$ cat src/rtl/btr_pkg.sv
package btr_pkg;

    // One-hot digit selects produced by the window decoder.
    typedef struct packed {
        logic neg2;
        logic neg1;
        logic pos2;
        logic pos1;
        logic zero;
    } digit_sel_t;

endpackage

$ cat src/rtl/btr_window_decode.sv
module btr_window_decode
    import btr_pkg::*;
(
    input  logic [2:0]  win,
    output digit_sel_t  sel
);

    logic hi;
    logic mid;
    logic lo;

    assign hi  = win[2];
    assign mid = win[1];
    assign lo  = win[0];

    always_comb begin
        sel.pos1 = ~hi & (mid ^ lo);
        sel.pos2 = ~hi & mid & lo;
        sel.neg1 = hi & (mid ^ lo);
        sel.neg2 = hi & ~mid & ~lo;
        sel.zero = (hi & mid & lo) | (~hi & ~mid & ~lo);
    end

endmodule

$ cat src/rtl/btr_prefix_negate.sv
module btr_prefix_negate #(
    parameter int WIDTH = 8
) (
    input  logic [WIDTH-1:0] val,
    output logic [WIDTH:0]   neg
);

    localparam int LEVELS = (WIDTH > 1) ? $clog2(WIDTH) : 1;

    logic [WIDTH-1:0] inv;
    logic [WIDTH-1:0] pre [0:LEVELS];

    assign inv    = ~val;
    assign pre[0] = inv;

    // Kogge-Stone AND prefix: after the last level, bit k holds AND of inv[k:0].
    for (genvar l = 0; l < LEVELS; l++) begin : g_lvl
        localparam int SH = 1 << l;
        localparam logic [WIDTH-1:0] LOWMASK =
            (SH >= WIDTH) ? {WIDTH{1'b1}} : ({WIDTH{1'b1}} >> (WIDTH - SH));
        assign pre[l+1] = pre[l] & ((pre[l] << SH) | LOWMASK);
    end

    // Carry into bit k is the AND of all inverted bits below k; carry into bit 0 is the +1.
    assign neg = {~val[WIDTH-1], inv} ^ {pre[LEVELS], 1'b1};

endmodule

$ cat src/rtl/btr_row_select.sv
module btr_row_select
    import btr_pkg::*;
#(
    parameter int WIDTH = 8
) (
    input  digit_sel_t        sel,
    input  logic [WIDTH-1:0]  x,
    input  logic [WIDTH:0]    nx,
    output logic [WIDTH+1:0]  row
);

    localparam int ROW_W = WIDTH + 2;

    logic [ROW_W-1:0] pos1_v;
    logic [ROW_W-1:0] pos2_v;
    logic [ROW_W-1:0] neg1_v;
    logic [ROW_W-1:0] neg2_v;
    logic             live;

    assign pos1_v = {{2{x[WIDTH-1]}}, x};
    assign pos2_v = {x[WIDTH-1], x, 1'b0};
    assign neg1_v = {nx[WIDTH], nx};
    assign neg2_v = {nx, 1'b0};
    assign live   = ~sel.zero;

    // Masked OR selector: no active select leaves every bit at zero.
    always_comb begin
        row = ({ROW_W{sel.pos1 & live}} & pos1_v)
            | ({ROW_W{sel.pos2 & live}} & pos2_v)
            | ({ROW_W{sel.neg1 & live}} & neg1_v)
            | ({ROW_W{sel.neg2 & live}} & neg2_v);
    end

endmodule

$ cat src/rtl/booth_tc_row.sv
module booth_tc_row
    import btr_pkg::*;
#(
    parameter int WIDTH = 8
) (
    input  logic [WIDTH-1:0] mcand,
    input  logic [2:0]       window,
    output logic [WIDTH+1:0] row
);

    digit_sel_t       sel;
    logic [WIDTH:0]   neg_x;

    btr_window_decode u_dec (
        .win (window),
        .sel (sel)
    );

    btr_prefix_negate #(.WIDTH(WIDTH)) u_neg (
        .val (mcand),
        .neg (neg_x)
    );

    btr_row_select #(.WIDTH(WIDTH)) u_sel (
        .sel (sel),
        .x   (mcand),
        .nx  (neg_x),
        .row (row)
    );

endmodule

$ cat config.mk
export PLATFORM = sky130hd
export DESIGN_NAME = booth_tc_row
export DESIGN_NICKNAME = d
export VERILOG_FILES = /design/src/rtl/btr_pkg.sv /design/src/rtl/btr_window_decode.sv /design/src/rtl/btr_prefix_negate.sv /design/src/rtl/btr_row_select.sv /design/src/rtl/booth_tc_row.sv
export SDC_FILE = /design/constraint.sdc
export NUM_CORES = 1
export LEC_CHECK = 0
export ABC_AREA = 1
export BUFFER_PORTS_ARGS = -buffer_cell sky130_fd_sc_hd__buf_2
export CAP_MARGIN = 10
export CORE_AREA = 2 2 39 41
export DETAILED_ROUTE_END_ITERATION = 8
export DIE_AREA = 0 0 41 43
export PLACE_DENSITY_LB_ADDON = 0.25
export SLEW_MARGIN = 10
export SYNTH_ARGS = -nofsm -noshare
export SYNTH_HDL_FRONTEND = slang
export SYNTH_HIERARCHICAL = 1
export SYNTH_SLANG_ARGS = --single-unit
$ cat constraint.sdc
create_clock -name vclk -period 1.92
set_clock_uncertainty 0.2 [all_clocks]
set_input_delay 0.192 -clock vclk [all_inputs]
set_output_delay 0.192 -clock vclk [all_outputs]
set_load 0.02 [all_outputs]
==> impl_metrics.ini, run 1 <==
[hold_path]
hold_path.class = input pin to output port
hp-start = mcand[0]
hold_end = row[0]
holdPathStages = 4

[worst_setup_path]
end_kind = output port
cp_data_arrival_time_ns = 1.35
slowest_delay_ns = 0.21
critical_path_class = input pin to output port
cpMaxStageDelayCell = ha_1
critPathTopFamily = simple AND/OR/NAND/NOR gates
cp_num_buf_inv = 3
worstPathRequired_ns = 1.53
critPathMaxFanout = 5
cpMostUsedCell = buf_2
crit_chain = buf_2, inv_1, ha_1, nand2_2, nor2_2, xnor2_1, nand3_1, nand4_1, buf_2
startpoint_type = input pin

[floorplan]
dieArea_mm2 = 0.001763
pin_count = 21
rows = 14
die_h_um = 43
dieWidth_um = 41
start_util = 0.3825
core_mm2 = 0.001384

[sta]
max_slew_margin = 0.8720
fmax_ghz = 0.5740
slew_violations = 0
worst_pin_slew_ns = 0.1906
setup_viol = 0
fin_crit_sh = 0.9074
hold_violations = 0
rsz0062_at_grt = no
min_period_ns = 1.742
tns_ns = 0

[power]
powerDensity_mw_per_mm2 = 280.8
ir_drop_uv = 103.9
total_power_uw = 179.9
power_leakage_uw = 0.0003384

[place]
place.gp.congestion = 0.7969
dp_hpwl_um = 994
numPortBuffers = 21

[logic_synthesis]
yosysSeqAreaShare = 0
avgSynthCellArea_um2 = 5.240
yosysUniqueCellTypes = 18
syn_nets = 113
ys_warn_count = 6
synthCells = 101
syn_area_um2 = 529.3

[layout]
seqCellArea_um2 = 0
most-common-layout-cells = nand3_1, buf_2, nand2_1
nFillCells = 157
fin_nets = 133
clkbuf_count = 0
design.seq.count = 0
area_growth_pct = 21.04
final_common_cell = nand3_1
layout-drive-gt1-share = 0.2857
num_antenna_cells = 0

[cts]
postCtsSetupBuffers = 0
ctsResizeCount = 0
cts_hold_buf = 0

[grt]
antenna_found_initial = 0
grt_pass1_wl_um = 2194
grt_pass1_vias = 580
grt_overflow = 0
grt_max_degree = 35
grtUsageTotal = 0.1638

[detailed_routing]
drt_iter0_drc = 14
num_vias = 697
finalWirelength_um = 1349
ant_nets = 0
wl_per_cell_um = 9.993
dr.pass1.iters = 4
vias_per_cell = 5.163
drc = 0

[run]
maxCapViolations = 0

[outcome]
status = completed
==> per-stage QoR <==
| step | worst slack, ns | hold WS (ns) | utilization | instances | instance area [µm²] |
|---|---|---|---|---|---|
| after floorplan | 0.4276 | 0.3742 | - | 101 | 529.3 |
| after global placement | 0.2082 | 0.5688 | 0.4629 | 135 | 640.6 |
| after detailed placement | 0.1927 | 0.5752 | 0.4629 | 135 | 640.6 |
| after CTS | 0.1773 | 0.5757 | 0.4629 | 135 | 640.6 |
| after global routing | 0.06079 | 0.6120 | 0.4629 | 135 | 640.6 |
| final | 0.1777 | 0.5754 | 0.4629 | 135 | 640.6 |
==> where the power goes <==
| part | internal [µW] | switching (µW) |
|---|---|---|
| clock network | 0 | 0 |
| logic | 66.1 | 114 |
| registers | 0 | 0 |
==> tightest hold or removal path, stage by stage <==
cell and delay (ns):
buf_2 0.12, nand3_1 0.08, nand2_1 0.04, buf_2 0.15
==> per-layer routing <==
metal / routed length (µm) / vias up / GRT usage
met3: 55 / 0 / 0
met4: 0 / 0 / 0
met2: 594 / 16 / 0.2813
li1: - / 381 / -
met5: 0 / - / 0
met1: 700 / 300 / 0.2342
==> synthesized netlist by cell type <==
cell / count / share of area
nand3_1: 37 / 0.35
nand2_1: 13 / 0.092
nor2_1: 10 / 0.071
inv_1: 9 / 0.064
nand4_1: 9 / 0.11
buf_2: 3 / 0.028
buf_6: 3 / 0.064
nand2_2: 3 / 0.035
buf_4: 2 / 0.028
inv_2: 2 / 0.014
nor2_2: 2 / 0.024
xnor2_1: 2 / 0.033
ha_1: 1 / 0.024
nor2_4: 1 / 0.021
nor3_1: 1 / 0.0094
o21ai_0: 1 / 0.0094
o21ai_1: 1 / 0.0094
xor2_1: 1 / 0.017
==> cell type report <==
type | count | area, µm² | share of cell area
Tap cell | 16 | 20.02 | 0.03125
Multi-Input combinational cell | 82 | 424.2 | 0.6621
Inverter | 11 | 41.29 | 0.06445
Timing Repair Buffer | 26 | 155.1 | 0.2422
==> logic make-up after synthesis <==
| kind of cell | share of synthesized area |
|---|---|
| simple gates | 0.7092 |
| xor+xnor | 0.04965 |
| buf+inv | 0.1986 |
| fa+ha+maj | 0.02364 |
| compound gates | 0.01889 |
==> how the worst max path moves through the flow <==
stage	start	endpoint	cells past startpoint
after CTS	mcand[0]	row[5]	9
after floorplan	mcand[0]	row[6]	9
after global routing	mcand[0]	row[7]	11
after global placement	mcand[0]	row[5]	9
final	mcand[0]	row[5]	9
after detailed placement	mcand[0]	row[5]	9
(Power assumes the default switching activity.)
==> inputs of run 2 (changes only) <==
- clock period: 1.92 -> 1.53 ns (I/O delays scaled with it)
==> run 2 against run 1 <==
Effect of this change:
- global-route usage rose by 0.82 points
- cell count increased by 3.7%
- via count rose by 12%
- design area grew 23%
- die area stayed put
- non-clock buffer count up 3
- sequential cell count unchanged
- wire length up 20%
- sequential share of layout area did not move
- critical endpoint is now row[7]
==> impl_metrics.ini, run 2 (synthesized netlist as in run 1, its figures left out) <==
[worst_setup_path]
critical_path_class = input pin to output port
startpoint_type = input pin
worstPathRequired_ns = 1.18
startpoint = mcand[0]
end_kind = output port
cpMostUsedCell = nand2_1
crit_chain = buf_8, inv_6, ha_4, nand2_4, nor2_4, nand2_1, nand2_1, nand2_2, nand3_2, nand4_1, buf_4
endpoint = row[7]
cpMaxStageDelayCell = buf_4
slowest_delay_ns = 0.16
critPathMaxFanout = 4
cp_num_buf_inv = 3
cp_data_arrival_time_ns = 1.16
crit_cells = 11
critPathTopFamily = simple AND/OR/NAND/NOR gates

[sta]
slew_violations = 0
fin_crit_sh = 0.9870
min_period_ns = 1.510
worst_pin_slew_ns = 0.1639
setup_viol = 0
rsz0062_at_grt = yes
fmax_ghz = 0.6622
whs_ns = 0.4975
hold_violations = 0
max_slew_margin = 0.8904

[power]
pwr-share-seq = 0
powerDensity_mw_per_mm2 = 348.4
combPwrFrac = 1.000
pwr-share-clk = 0
ir_drop_uv = 139.1
p_int_uw = 109.6
switchingPower_uw = 165.5
power_leakage_uw = 0.0003860
total_power_uw = 275.1
switching_share = 0.6015

[hold_path]
hold_path.class = input pin to output port

[grt]
grt_overflow = 0
grtUsageTotal = 0.1720
grt_pass1_vias = 588
antenna_found_initial = 0
grt_pass1_wl_um = 2311
grt_max_degree = 35

[place]
dp_hpwl_um = 1014
numPortBuffers = 21
place.gp.congestion = 0.7933

[layout]
fin_nets = 138
clkbuf_count = 0
design.seq.count = 0
most-common-layout-cells = nand3_1, buf_2, buf_4
num_antenna_cells = 0
final_common_cell = nand3_1
nFillCells = 144
seqCellArea_um2 = 0
layout-drive-gt1-share = 0.4355
final_core_util = 0.5705
area_growth_pct = 49.17

[detailed_routing]
drc = 0
num_vias = 782
vias_per_cell = 5.586
ant_nets = 0
finalWirelength_um = 1613
dr.pass1.iters = 4
wl_per_cell_um = 11.52
drt_iter0_drc = 11

[floorplan]
core_mm2 = 0.001384
dieWidth_um = 41
start_util = 0.3825
pin_count = 21
dieArea_mm2 = 0.001763
die_h_um = 43
rows = 14

[outcome]
status = completed

[run]
maxCapViolations = 0
run 2: cell types whose count changed in the layout (fill, tap and decap cells not counted), sizes merged:
cell	previous run	this run
buf	26	29
clkinv	0	2
run 2: worst min-delay path, stage by stage:
cell     delay [ns]
buf_8          0.09
nand3_1        0.07
nand4_1        0.08
buf_2          0.15
run 2: cell type report:
| class | count | area [µm²] | share of cell area |
|---|---|---|---|
| timing repair inverter | 2 | 11.26 | 0.01426 |
| timing repair buffer | 29 | 197.7 | 0.2504 |
| multi-input combinational | 82 | 509.2 | 0.6450 |
| inverter | 11 | 51.30 | 0.06498 |
| tap | 16 | 20.02 | 0.02536 |
run 2: routing by layer:
layer	wire length, µm	up-vias	global-route usage	part of all wire
li1	-	394	-	-
met1	741	370	0.2603	0.46
met2	810	18	0.2813	0.50
met3	62	0	0	0.038
met4	0	0	0	0
met5	0	-	0	0
run 2: stage by stage:
step                      setup TNS [ns]  cells  setup slack (ns)  cell area, µm²
after floorplan                        0    101            0.1156           529.3
after global placement           -0.5998    137          -0.09539           643.1
after detailed placement         -0.7268    137           -0.1057           643.1
after CTS                      -0.008565    137         -0.008565           699.4
after global routing             -0.1124    140          -0.04976           789.5
final                                  0    140           0.01986           789.5
run 2: worst min path at each step:
stage             start     end  slack [ns]  cells past startpoint
4_1_cts        mcand[0]  row[0]        0.48                      4
2_1_floorplan  mcand[0]  row[0]        0.30                      2
3_5_place_dp   mcand[0]  row[0]        0.50                      4
5_1_grt        mcand[0]  row[1]        0.54                      4
3_3_place_gp   mcand[0]  row[0]        0.49                      4
6_report       mcand[0]  row[1]        0.50                      4
run 2: power by group through the flow:
stage                     sequential [µW]  combinational, µW  clock [µW]
after floorplan                         0                153           0
after global placement                  0                220           0
after CTS                               0                244           0
after detailed placement                0                222           0
after global routing                    0                298           0
final                                   0                275           0
run 2: timing repair:
action | in CTS | in global routing
pin swaps | 6 | 13
gates resized for setup | 15 | 22
endpoints found under the setup margin | 9 | 9
cloned | 0 | 2
buffers inserted | 0 | 1
hold buffers | 0 | 0
==> inputs of run 3 (changes only) <==
- CORE_AREA: 2 2 39 41 -> unset
- CORE_MARGIN: unset -> 2
- CORE_UTILIZATION: unset -> 40
- DIE_AREA: 0 0 41 43 -> unset
==> run 3 against run 2 <==
Effect of this change:
- global-route usage grew 0.82 points
- design area is 3.8% higher
- via count shrank 1.7%
- non-clock buffer count grew 3
- sequential cell count unchanged
- worst setup slack improved by 0.035 ns
- critical endpoint unchanged
==> impl_metrics.ini, run 3 (synthesized netlist as in run 1, its figures left out) <==
[outcome]
status = completed

[worst_setup_path]
critPathMaxFanout = 4
startpoint = mcand[0]
startpoint_type = input pin
cp_data_arrival_time_ns = 1.12
critical_path_class = input pin to output port
end_kind = output port
worstPathRequired_ns = 1.18

[power]
powerDensity_mw_per_mm2 = 356.4
combPwrFrac = 1.000
power_leakage_uw = 0.0004078
pwr-share-seq = 0
p_int_uw = 127.7
total_power_uw = 292.1
switchingPower_uw = 164.4
pwr-share-clk = 0
ir_drop_uv = 170.3
switching_share = 0.5628

[floorplan]
core_mm2 = 0.001269
start_util = 0.4172
die_h_um = 40.38
dieWidth_um = 40.38
pin_count = 21
dieArea_mm2 = 0.001630
rows = 13

[layout]
nFillCells = 113
seqCellArea_um2 = 0
num_antenna_cells = 0
fin_nets = 139
layout-drive-gt1-share = 0.4320
final_core_util = 0.6460
final_common_cell = nand3_1
most-common-layout-cells = nand3_1, buf_2, nand2_1
design.seq.count = 0
final_area_um2 = 819.5
area_growth_pct = 54.85
clkbuf_count = 0

[grt]
antenna_found_initial = 0
grt_pass1_vias = 522
met2_usage = 0.3333
grt_max_degree = 20
grt_pass1_wl_um = 2125
use_met1 = 0.2436
use_met3 = 0
globalRoute.busiestLayer = met2
grt_overflow = 0
grtUsageTotal = 0.1802

[detailed_routing]
drt_iter0_drc = 19
ant_nets = 0
finalWirelength_um = 1569
wl_per_cell_um = 11.21
drc = 0
dr.pass1.iters = 4
num_vias = 769
vias_per_cell = 5.493

[place]
numPortBuffers = 21
place.gp.congestion = 0.7276
dp_hpwl_um = 1083
dpl_cell_area_um2 = 681.9

[sta]
tns_ns = 0
max_slew_margin = 0.8879
worst_pin_slew_ns = 0.1669
min_period_ns = 1.475
rsz0062_at_grt = yes
setup_viol = 0
fmax_ghz = 0.6780
slew_violations = 0
fin_crit_sh = 0.9640
hold_violations = 0

[hold_path]
hp-start = mcand[0]
hold_path.class = input pin to output port

[run]
maxCapViolations = 0

[cts]
cts_hold_buf = 0
[run 3: repair_timing]
action,CTS,global route
resized for setup,14,21
endpoints found under the setup margin,6,8
pin swaps,6,13
cloned,0,1
setup buffers,0,1
[run 3: per-stage QoR]
step                setup WS [ns]  instances  hold slack, ns
CTS                      0.005481        138          0.4665
detailed placement       -0.09835        138          0.4974
global placement         -0.06869        138          0.4984
finish                    0.05505        140          0.4930
floorplan                  0.1156        101          0.2962
global route             -0.03527        140          0.5206
[run 3: power by group through the flow]
stage / clock (µW) / sequential, µW / combinational [µW]
after floorplan: 0 / 0 / 153
after global placement: 0 / 0 / 236
after detailed placement: 0 / 0 / 239
after CTS: 0 / 0 / 261
after global routing: 0 / 0 / 316
final: 0 / 0 / 292
[run 3: cell type report]
cell class                      count  area (µm²)  share of cell area
Multi-Input combinational cell     82       500.5              0.6107
Inverter                           11       43.79             0.05344
Timing Repair Buffer               32       256.5              0.3130
Tap cell                           15       18.77             0.02290
[run 3: path summary, 6_finish.rpt]
| kind | end | slack [ns] | cells after the start |
|---|---|---|---|
| worst max-delay path | row[7] | 0.06 | 11 |
| worst min-delay path | row[1] | 0.49 | 4 |
[run 3: critical path, stage by stage]
cell	delay (ns)
buf_8	0.10
inv_4	0.05
ha_4	0.14
nand2_4	0.06
nor2_4	0.11
nand2_1	0.07
nand2_1	0.07
nand2_2	0.07
nand3_2	0.06
nand4_1	0.09
buf_6	0.14
[run 3: metal layers]
| layer | vias up | part of all wire |
|---|---|---|
| li1 | 397 | - |
| met1 | 349 | 0.45 |
| met2 | 23 | 0.51 |
| met3 | 0 | 0.040 |
| met4 | 0 | 0 |
| met5 | - | 0 |
